===== src/rtl/srt_pkg.sv =====
// Shared types of the shift and rotate unit.
// Assumes the opcode numbering below is the one the decoder emits.
package srt_pkg;
    typedef enum logic [2:0] {
        OP_SHAL  = 3'd0,
        OP_SHAR  = 3'd1,
        OP_SHLL  = 3'd2,
        OP_SHLR  = 3'd3,
        OP_ROTL  = 3'd4,
        OP_ROTR  = 3'd5,
        OP_ROTXL = 3'd6,
        OP_ROTXR = 3'd7
    } srt_op_e;

    typedef enum logic [1:0] {
        SZ_BYTE = 2'd0,
        SZ_WORD = 2'd1,
        SZ_LONG = 2'd2,
        SZ_ALT  = 2'd3
    } srt_size_e;

    typedef struct packed {
        logic n;
        logic z;
        logic v;
        logic c;
    } srt_flags_t;

    localparam int LANES = 3;
endpackage


===== src/rtl/srt_step.sv =====
// One-position shift or rotate of a W-bit value.
// Combinational. Assumes W >= 3. cin is used only by the rotates through carry.
module srt_step
    import srt_pkg::*;
#(
    parameter int W = 8
) (
    input  srt_op_e        op,
    input  logic [W-1:0]   din,
    input  logic           cin,
    output logic [W-1:0]   dout,
    output logic           cout
);
    // Choose the value moving in and the bit moving out for this opcode.
    always_comb begin
        unique case (op)
            OP_SHAL, OP_SHLL: begin dout = {din[W-2:0], 1'b0};     cout = din[W-1]; end
            OP_SHAR:          begin dout = {din[W-1], din[W-1:1]}; cout = din[0];   end
            OP_SHLR:          begin dout = {1'b0, din[W-1:1]};     cout = din[0];   end
            OP_ROTL:          begin dout = {din[W-2:0], din[W-1]}; cout = din[W-1]; end
            OP_ROTR:          begin dout = {din[0], din[W-1:1]};   cout = din[0];   end
            OP_ROTXL:         begin dout = {din[W-2:0], cin};      cout = din[W-1]; end
            default:          begin dout = {cin, din[W-1:1]};      cout = din[0];   end
        endcase
    end
endmodule


===== src/rtl/srt_lane.sv =====
// Width-specific lane. Chains MAX_STEPS single-position steps and derives flags.
// The carry out of each step feeds the next step, so a rotate through carry
// of two positions behaves as a ring one bit wider than W.
module srt_lane
    import srt_pkg::*;
#(
    parameter int W         = 8,
    parameter int MAX_STEPS = 2
) (
    input  srt_op_e        op,
    input  logic [W-1:0]   din,
    input  logic           cin,
    input  logic           two_pos,
    output logic [W-1:0]   dout,
    output srt_flags_t     flags
);
    logic [W-1:0] stage_d [MAX_STEPS+1];
    logic         stage_c [MAX_STEPS+1];
    logic [MAX_STEPS-1:0] sign_moved;

    assign stage_d[0] = din;
    assign stage_c[0] = cin;

    genvar s;
    generate
        for (s = 0; s < MAX_STEPS; s++) begin : g_step
            srt_step #(.W(W)) u_step (
                .op   (op),
                .din  (stage_d[s]),
                .cin  (stage_c[s]),
                .dout (stage_d[s+1]),
                .cout (stage_c[s+1])
            );
            // Record whether the sign after this step departs from the original sign.
            assign sign_moved[s] = stage_d[s+1][W-1] ^ din[W-1];
        end
    endgenerate

    // Pick the stage that matches the requested distance and form the flags.
    always_comb begin
        if (two_pos) begin
            dout    = stage_d[2];
            flags.c = stage_c[2];
        end else begin
            dout    = stage_d[1];
            flags.c = stage_c[1];
        end
        flags.n = dout[W-1];
        flags.z = (dout == '0);
        flags.v = (op == OP_SHAL) && (sign_moved[0] || (two_pos && sign_moved[1]));
    end
endmodule


===== src/rtl/srt_merge.sv =====
// Selects the lane for the requested size and keeps the unselected upper bits.
// Assumes each lane result is zero-extended to LONG_W bits.
module srt_merge
    import srt_pkg::*;
#(
    parameter int BYTE_W = 8,
    parameter int WORD_W = 16,
    parameter int LONG_W = 32
) (
    input  srt_size_e                      size,
    input  logic [LONG_W-1:0]              operand,
    input  logic [LANES-1:0][LONG_W-1:0]   lane_res,
    input  srt_flags_t [LANES-1:0]         lane_flags,
    output logic [LONG_W-1:0]              res,
    output srt_flags_t                     flags
);
    localparam logic [LONG_W-1:0] BYTE_MASK = LONG_W'((64'd1 << BYTE_W) - 64'd1);
    localparam logic [LONG_W-1:0] WORD_MASK = LONG_W'((64'd1 << WORD_W) - 64'd1);

    logic [LONG_W-1:0] mask;
    int unsigned       sel;

    // Decode the size into a lane index and a mask for the lane bits.
    always_comb begin
        unique case (size)
            SZ_BYTE: begin sel = 0; mask = BYTE_MASK; end
            SZ_WORD: begin sel = 1; mask = WORD_MASK; end
            default: begin sel = 2; mask = '1;        end
        endcase
    end

    // Combine the lane bits with the operand bits above them.
    always_comb begin
        res   = (operand & ~mask) | (lane_res[sel] & mask);
        flags = lane_flags[sel];
    end
endmodule


===== src/rtl/shift_rotate_unit.sv =====
// Shift and rotate datapath, top level.
// Three lanes evaluate byte, word and longword in parallel. The merge picks
// one lane, and the output register captures it on start.
// Assumes a synchronous active-low reset and a single-cycle start strobe.
module shift_rotate_unit
    import srt_pkg::*;
#(
    parameter int BYTE_W = 8,
    parameter int WORD_W = 16,
    parameter int LONG_W = 32
) (
    input  logic              clk,
    input  logic              rst_n,
    input  logic              start,
    input  logic [LONG_W-1:0] operand,
    input  logic [1:0]        size,
    input  logic [2:0]        op,
    input  logic              two_pos,
    input  logic              carry_in,
    output logic [LONG_W-1:0] result,
    output logic              flag_n,
    output logic              flag_z,
    output logic              flag_v,
    output logic              flag_c,
    output logic              valid
);
    logic [LANES-1:0][LONG_W-1:0] lane_res;
    srt_flags_t [LANES-1:0]       lane_flags;
    logic [LONG_W-1:0]            merged;
    srt_flags_t                   merged_flags;
    srt_op_e                      op_e;
    srt_flags_t                   flags_q;

    assign op_e = srt_op_e'(op);

    genvar g;
    generate
        for (g = 0; g < LANES; g++) begin : g_lane
            localparam int LW = (g == 0) ? BYTE_W : (g == 1) ? WORD_W : LONG_W;
            logic [LW-1:0] lane_out;
            srt_lane #(.W(LW), .MAX_STEPS(2)) u_lane (
                .op      (op_e),
                .din     (operand[LW-1:0]),
                .cin     (carry_in),
                .two_pos (two_pos),
                .dout    (lane_out),
                .flags   (lane_flags[g])
            );
            assign lane_res[g] = LONG_W'(lane_out);
        end
    endgenerate

    srt_merge #(.BYTE_W(BYTE_W), .WORD_W(WORD_W), .LONG_W(LONG_W)) u_merge (
        .size       (srt_size_e'(size)),
        .operand    (operand),
        .lane_res   (lane_res),
        .lane_flags (lane_flags),
        .res        (merged),
        .flags      (merged_flags)
    );

    // Capture the result and flags on start, and raise valid for one cycle.
    always_ff @(posedge clk) begin
        if (!rst_n) begin
            result  <= '0;
            flags_q <= '0;
            valid   <= 1'b0;
        end else begin
            valid <= start;
            if (start) begin
                result  <= merged;
                flags_q <= merged_flags;
            end
        end
    end

    assign flag_n = flags_q.n;
    assign flag_z = flags_q.z;
    assign flag_v = flags_q.v;
    assign flag_c = flags_q.c;
endmodule


===== config.mk =====
export PLATFORM = sky130hd
export DESIGN_NAME = shift_rotate_unit
export DESIGN_NICKNAME = d
export VERILOG_FILES = /design/src/rtl/srt_pkg.sv /design/src/rtl/srt_step.sv /design/src/rtl/srt_lane.sv /design/src/rtl/srt_merge.sv /design/src/rtl/shift_rotate_unit.sv
export SDC_FILE = /design/constraint.sdc
export NUM_CORES = 1
export LEC_CHECK = 0
export CAP_MARGIN = 20
export CORE_MARGIN = 4
export CORE_UTILIZATION = 51
export CTS_CLUSTER_SIZE = 25
export DETAILED_ROUTE_END_ITERATION = 7
export GPL_ROUTABILITY_DRIVEN = 0
export GPL_TIMING_DRIVEN = 0
export HOLD_SLACK_MARGIN = 0.08
export PLACE_DENSITY_LB_ADDON = 0.25
export RECOVER_POWER = 25
export SKIP_CTS_REPAIR_TIMING = 1
export SYNTH_ARGS = -nofsm -noshare
export SYNTH_HDL_FRONTEND = slang
export SYNTH_HIERARCHICAL = 1
export SYNTH_SLANG_ARGS = --single-unit

===== constraint.sdc =====
create_clock -name clk -period 2.5 [get_ports clk]
set_clock_uncertainty 0.05 [all_clocks]
set_input_delay 0.5 -clock clk [delete_from_list [all_inputs] [get_ports clk]]
set_output_delay 0.5 -clock clk [all_outputs]
set_load 0.03 [all_outputs]

==> flow_summary.yaml, run 1 <==
pwr:
  power.leakage_nw: 3.029
  vdd_drop_max_uv: 267.8
  fin_total_pwr_mw: 2.432
  p_per_area_nw_per_um2: 361.9
routing:
  routed_wl_um: 14330
  antenna_left: 0
  drtIter0Drc: 273
  post-route-drc-count: 0
  wl_per_cell_um: 19.60
  vias_per_cell: 5.799
  drt_first_pass_iters: 4
  vias: 4239
floorplanning:
  die_h_um: 110.6
  ioPinCount: 79
  coreArea_um2: 10280
  initial_core_util: 0.5222
  rows: 37
  dieArea_um2: 12230
  die_x_um: 110.6
final_layout:
  stdcell_count: 731
  layout.nets: 636
  regArea_um2: 740.7
  fillers: 870
  diodes: 0
  drive_gt1_frac: 0.4958
  multiInputGateArea_um2: 4254
  synthToLayoutAreaGrowth_pct: 25.23
clock_network:
  tritoncts: "yes"
  numClockSinks: 37
  clockBufferDepth: 2
  numCtsBuffers: 5
  cts_root_buf: "clkbuf_8"
  clk_latency_ns: 0.29
  clk_pin_slew_ns: 0.08
  cts-htree-levels: 2
sta:
  fin_ws_ns: -0.1355
  timing.setup.tns_ns: -0.1355
  rsz0062_at_grt: "yes"
  final_hold_viol_count: 0
  slew_headroom: 0.6151
  finalSetupViolCount: 1
  period_needed_ns: 2.635
  fmax_ghz: 0.3794
  fin_crit_sh: 1.054
  drv_slew: 0
  worst_pin_slew_ns: 0.5764
setup_path:
  timing.critical_path.buf_inv: 1
  critPathLaunchType: "input port"
  slowest_stage: "or4b_1"
  crit_arrival_ns: 2.82
  crit_family: "simple AND/OR/NAND/NOR gates"
  worstPathRequired_ns: 2.69
  r2r_start: "result[11]"
  slowest_delay_ns: 0.53
  cpMostUsedCell: "mux2_4"
  crit_type: "input port to register"
  path_cells: "clkdlybuf4s50_1 -> mux2_4 -> mux2_4 -> or4b_1 -> o22ai_2 -> and3_1 -> nand2_1 -> o21ai_2 -> mux2i_1 -> nor2b_1"
  crit_fanout: 4
  crit_path_end_kind: "register"
  cp-startpoint: "operand[26]"
place:
  placement.io_buffers: 75
  dp.cells: 706
  dp_hpwl_um: 10720
synth:
  synth_nets: 537
  yosysWarnings: 6
  syn_area_um2: 5366
  synthCells: 495
  synth_area_per_cell_um2: 10.84
global_routing:
  grt_pass1_wl_um: 22080
  antenna_found_initial: 0
  grt_pass1_vias: 4336
  grt_overflow_total: 0
  grt_start_max_net_pins: 22
  grtUsageTotal: 0.2162
flow_run:
  max_cap_violations: 0
min_path:
  hold_path.class: "register to register"
  worstHoldStart: "result[10]"
outcome:
  status: "finished, violations left"
  violations: "setup timing"
[placed cells by master, fill, tap and decap left out, types with 3 or more instances in the layout]
cell type         n
a21oi_1           4
clkbuf_8          5
nor4_1           13
clkbuf_2          3
clkbuf_1          4
clkdlybuf4s50_1  37
buf_8             5
xor2_1            6
buf_4            17
buf_2             4
clkbuf_16         3
nand4bb_1         4
dlymetal6s2s_1   14
nor4_2            4
nor2_1            6
mux2i_1          63
dlygate4sd3_1    16
mux2_2           90
buf_6            16
buf_12           10
nor2b_1          36
o21ai_2          22
mux2_4           95
nor3_1            4
dfxtp_1          37
nand2b_1          6
a21oi_2           4
nand2_1          31
[sequential cells by signal, summed over array words and instances (netlist names)]
| name | count |
|---|---|
| flag_v | 1 |
| result | 32 |
| flag_c | 1 |
| valid | 1 |
| flag_z | 1 |
| flag_n | 1 |
[final cells by class]
| type | instances | area share |
|---|---|---|
| Tap cell | 136 | 0.02532 |
| Buffer | 39 | 0.07224 |
| Clock buffer | 6 | 0.01080 |
| Sequential cell | 37 | 0.1102 |
| Clock inverter | 2 | 0.001489 |
| Multi-Input combinational cell | 419 | 0.6330 |
| Timing Repair Buffer | 92 | 0.1469 |
[metal layers]
| metal | share of wire | track usage |
|---|---|---|
| met5 | 0 | 0 |
| met4 | 0.018 | 0.06486 |
| met3 | 0.038 | 0.03781 |
| met2 | 0.45 | 0.3354 |
| met1 | 0.50 | 0.3049 |
[metrics by stage]
step           utilization  instance area (µm²)  hold WS [ns]  worst slack [ns]
2_1_floorplan            -                 5370        0.5782          -0.08021
3_3_place_gp        0.6121                 6291        0.4510            -1.579
3_5_place_dp        0.6121                 6291        0.4569            -1.595
4_1_cts             0.6202                 6374        0.4750            -1.289
5_1_grt             0.6539                 6720        0.4927           -0.2188
6_report            0.6539                 6720        0.4607           -0.1355
[worst min-delay path, delay by kind of cell, from the launching register on]
family | cells | cell delay, ns
flip-flops | 1 | 0.32
AND/OR/NAND/NOR | 1 | 0.09
multiplexers | 1 | 0.06
[worst paths after layout]
check / slack [ns] / end / cells after the start
hold / removal: 0.46 / result[10] / 2
setup / recovery: -0.14 / flag_z / 10
setup reg to reg: 1.82 / result[11] / 2
hold reg to reg: 0.46 / result[10] / 2
[where the power goes]
part	internal [mW]	switching, mW	total, mW
combinational	0.727	0.639	1.37
sequential	0.634	0.0208	0.655
clock	0.193	0.218	0.412
total	1.55	0.878	2.43
No activity file was read; power rests on OpenSTA's default activity.
==> run 2, diff against run 1 <==
--- a/config.mk
+++ b/config.mk
@@ -6,7 +6,6 @@
 export NUM_CORES = 1
 export LEC_CHECK = 0
 export CAP_MARGIN = 20
-export CORE_MARGIN = 4
 export CORE_UTILIZATION = 51
 export CTS_CLUSTER_SIZE = 25
 export DETAILED_ROUTE_END_ITERATION = 7
==> flow_summary.yaml, run 2 (synthesized netlist as in run 1, its figures left out) <==
place:
  dp_hpwl_um: 10520
  place_worst_setup_slack_ns: -1.621
  placement.io_buffers: 75
  dp.cells: 706
  placed_area_um2: 6291
outcome:
  status: "finished, violations left"
  violations: "setup timing"
setup_path:
  crit_type: "input port to register"
  crit_path_end_kind: "register"
  r2r-end: "flag_n"
  worstPathRequired_ns: 2.69
  crit_arrival_ns: 2.87
  r2r_start: "flag_n"
  critPathLaunchType: "input port"
  cp-startpoint: "op[0]"
  crit_end: "flag_z"
  regToRegSetupSlack_ns: 1.82
  crit_fanout: 5
  rr_worst_depth: 2
final_layout:
  drive_gt1_frac: 0.5141
  diodes: 0
  final_common_cell: "mux2_4"
  final_area_um2: 6934
  fillers: 825
  stdcell_count: 739
  layout.nets: 644
  largest_reg_flops: 32
  synthToLayoutAreaGrowth_pct: 29.21
  mostFrequentLayoutCells: "mux2_4 (95), mux2_2 (90), mux2i_1 (64)"
  regMostFlops: "result"
min_path:
  holdPathStages: 2
  hold_path.class: "register to register"
global_routing:
  grt_overflow_total: 0
  grt_pass1_wl_um: 22170
  antenna_found_initial: 0
  grt_pass1_vias: 4278
  grt_start_max_net_pins: 22
  grtUsageTotal: 0.2502
pwr:
  vdd_drop_max_uv: 296.4
  power.leakage_nw: 3.138
  p_per_area_nw_per_um2: 375.8
sta:
  drv_slew: 0
  finalSetupViolCount: 1
  timing.setup.tns_ns: -0.1808
  worst_pin_slew_ns: 0.6021
  final_hold_viol_count: 0
  fin_ws_ns: -0.1808
  rsz0062_at_grt: "yes"
  period_needed_ns: 2.681
  slew_headroom: 0.5980
  whs_ns: 0.4686
  fin_crit_sh: 1.072
  fmax_ghz: 0.3730
routing:
  met3_wirelength_um: 803
  post-route-drc-count: 0
  vias_per_cell: 5.931
  vias: 4383
  drtIter0Drc: 285
  wl_per_cell_um: 19.54
  routed_wl_um: 14440
  wl_met2_um: 6653
  wl_met1_um: 6777
  maxUsedRoutingLayer: "met4"
  drt_first_pass_iters: 4
  antenna_left: 0
clock_network:
  clk_latency_ns: 0.30
  clk_pin_slew_ns: 0.08
  cts_root_buf: "clkbuf_8"
  numClockSinks: 37
  cts-htree-levels: 2
  clockBufferDepth: 2
  numCtsBuffers: 5
  tritoncts: "yes"
floorplanning:
  coreArea_um2: 10280
  initial_core_util: 0.5222
  ioPinCount: 79
  die_h_um: 104.6
  dieArea_um2: 10940
  rows: 37
  die_x_um: 104.6
flow_run:
  max_cap_violations: 0
[run 2: changes by cell type in the layout (fill, tap and decap cells not counted), sizes merged]
| cell | delta |
|---|---|
| clkinv | -2 |
| clkinvlp | +1 |
| buf | +7 |
| dlymetal6s2s | +3 |
| clkdlybuf4s50 | -3 |
| dlygate4sd3 | +1 |
| bufinv | +1 |
[run 2: worst min-delay path by stage]
stage               startpoint         end
global placement    result[28]  result[28]
CTS                 result[26]  result[26]
finish               result[2]   result[2]
floorplan                rst_n      flag_c
global route        result[26]  result[26]
detailed placement  result[24]  result[24]
[run 2: worst max-delay path: stages]
cell and delay, ns:
buf_16 0.12, buf_12 0.13, buf_4 0.13, mux2_4 0.31, mux2_4 0.27, or4b_4 0.54, o22ai_2 0.18, and4_1 0.20
mux2i_1 0.10, o21ai_2 0.18, mux2i_1 0.09, nor2b_1 0.12
[run 2: final cells by class]
type | count | area, µm² | area share
clock inverters | 2 | 37.54 | 0.005413
repair buffers | 100 | 1092 | 0.1575
plain buffers | 39 | 490.5 | 0.07073
flip-flops and latches | 37 | 740.7 | 0.1068
well taps | 136 | 170.2 | 0.02454
clock buffers | 6 | 82.58 | 0.01191
multi-input cells | 419 | 4320 | 0.6231
[run 2: metal layers]
metal  up-vias  track usage
li1       2056            -
met1      2178       0.3619
met2       132       0.3917
met3        17      0.03182
met4         0      0.06036
met5         -            0
[run 2: metrics by stage]
step           utilization  power, mW
6_report            0.6747      2.606
5_1_grt             0.6747      2.741
4_1_cts             0.6238      2.511
3_5_place_dp        0.6121      1.948
3_3_place_gp        0.6121      1.926
2_1_floorplan            -      1.595
[run 2: power breakdown]
part	switching, mW	internal [mW]
Clock	0.227	0.324
Combinational	0.651	0.748
Sequential	0.0218	0.634
Total	0.899	1.71
==> run 3, diff against run 2 <==
--- a/config.mk
+++ b/config.mk
@@ -7,6 +7,7 @@
 export LEC_CHECK = 0
 export CAP_MARGIN = 20
 export CORE_UTILIZATION = 51
+export CTS_CLUSTER_DIAMETER = 100
 export CTS_CLUSTER_SIZE = 25
 export DETAILED_ROUTE_END_ITERATION = 7
 export GPL_ROUTABILITY_DRIVEN = 0
==> results of run 3 <==
Final layout, timing and power as in run 2 (identical DEF).
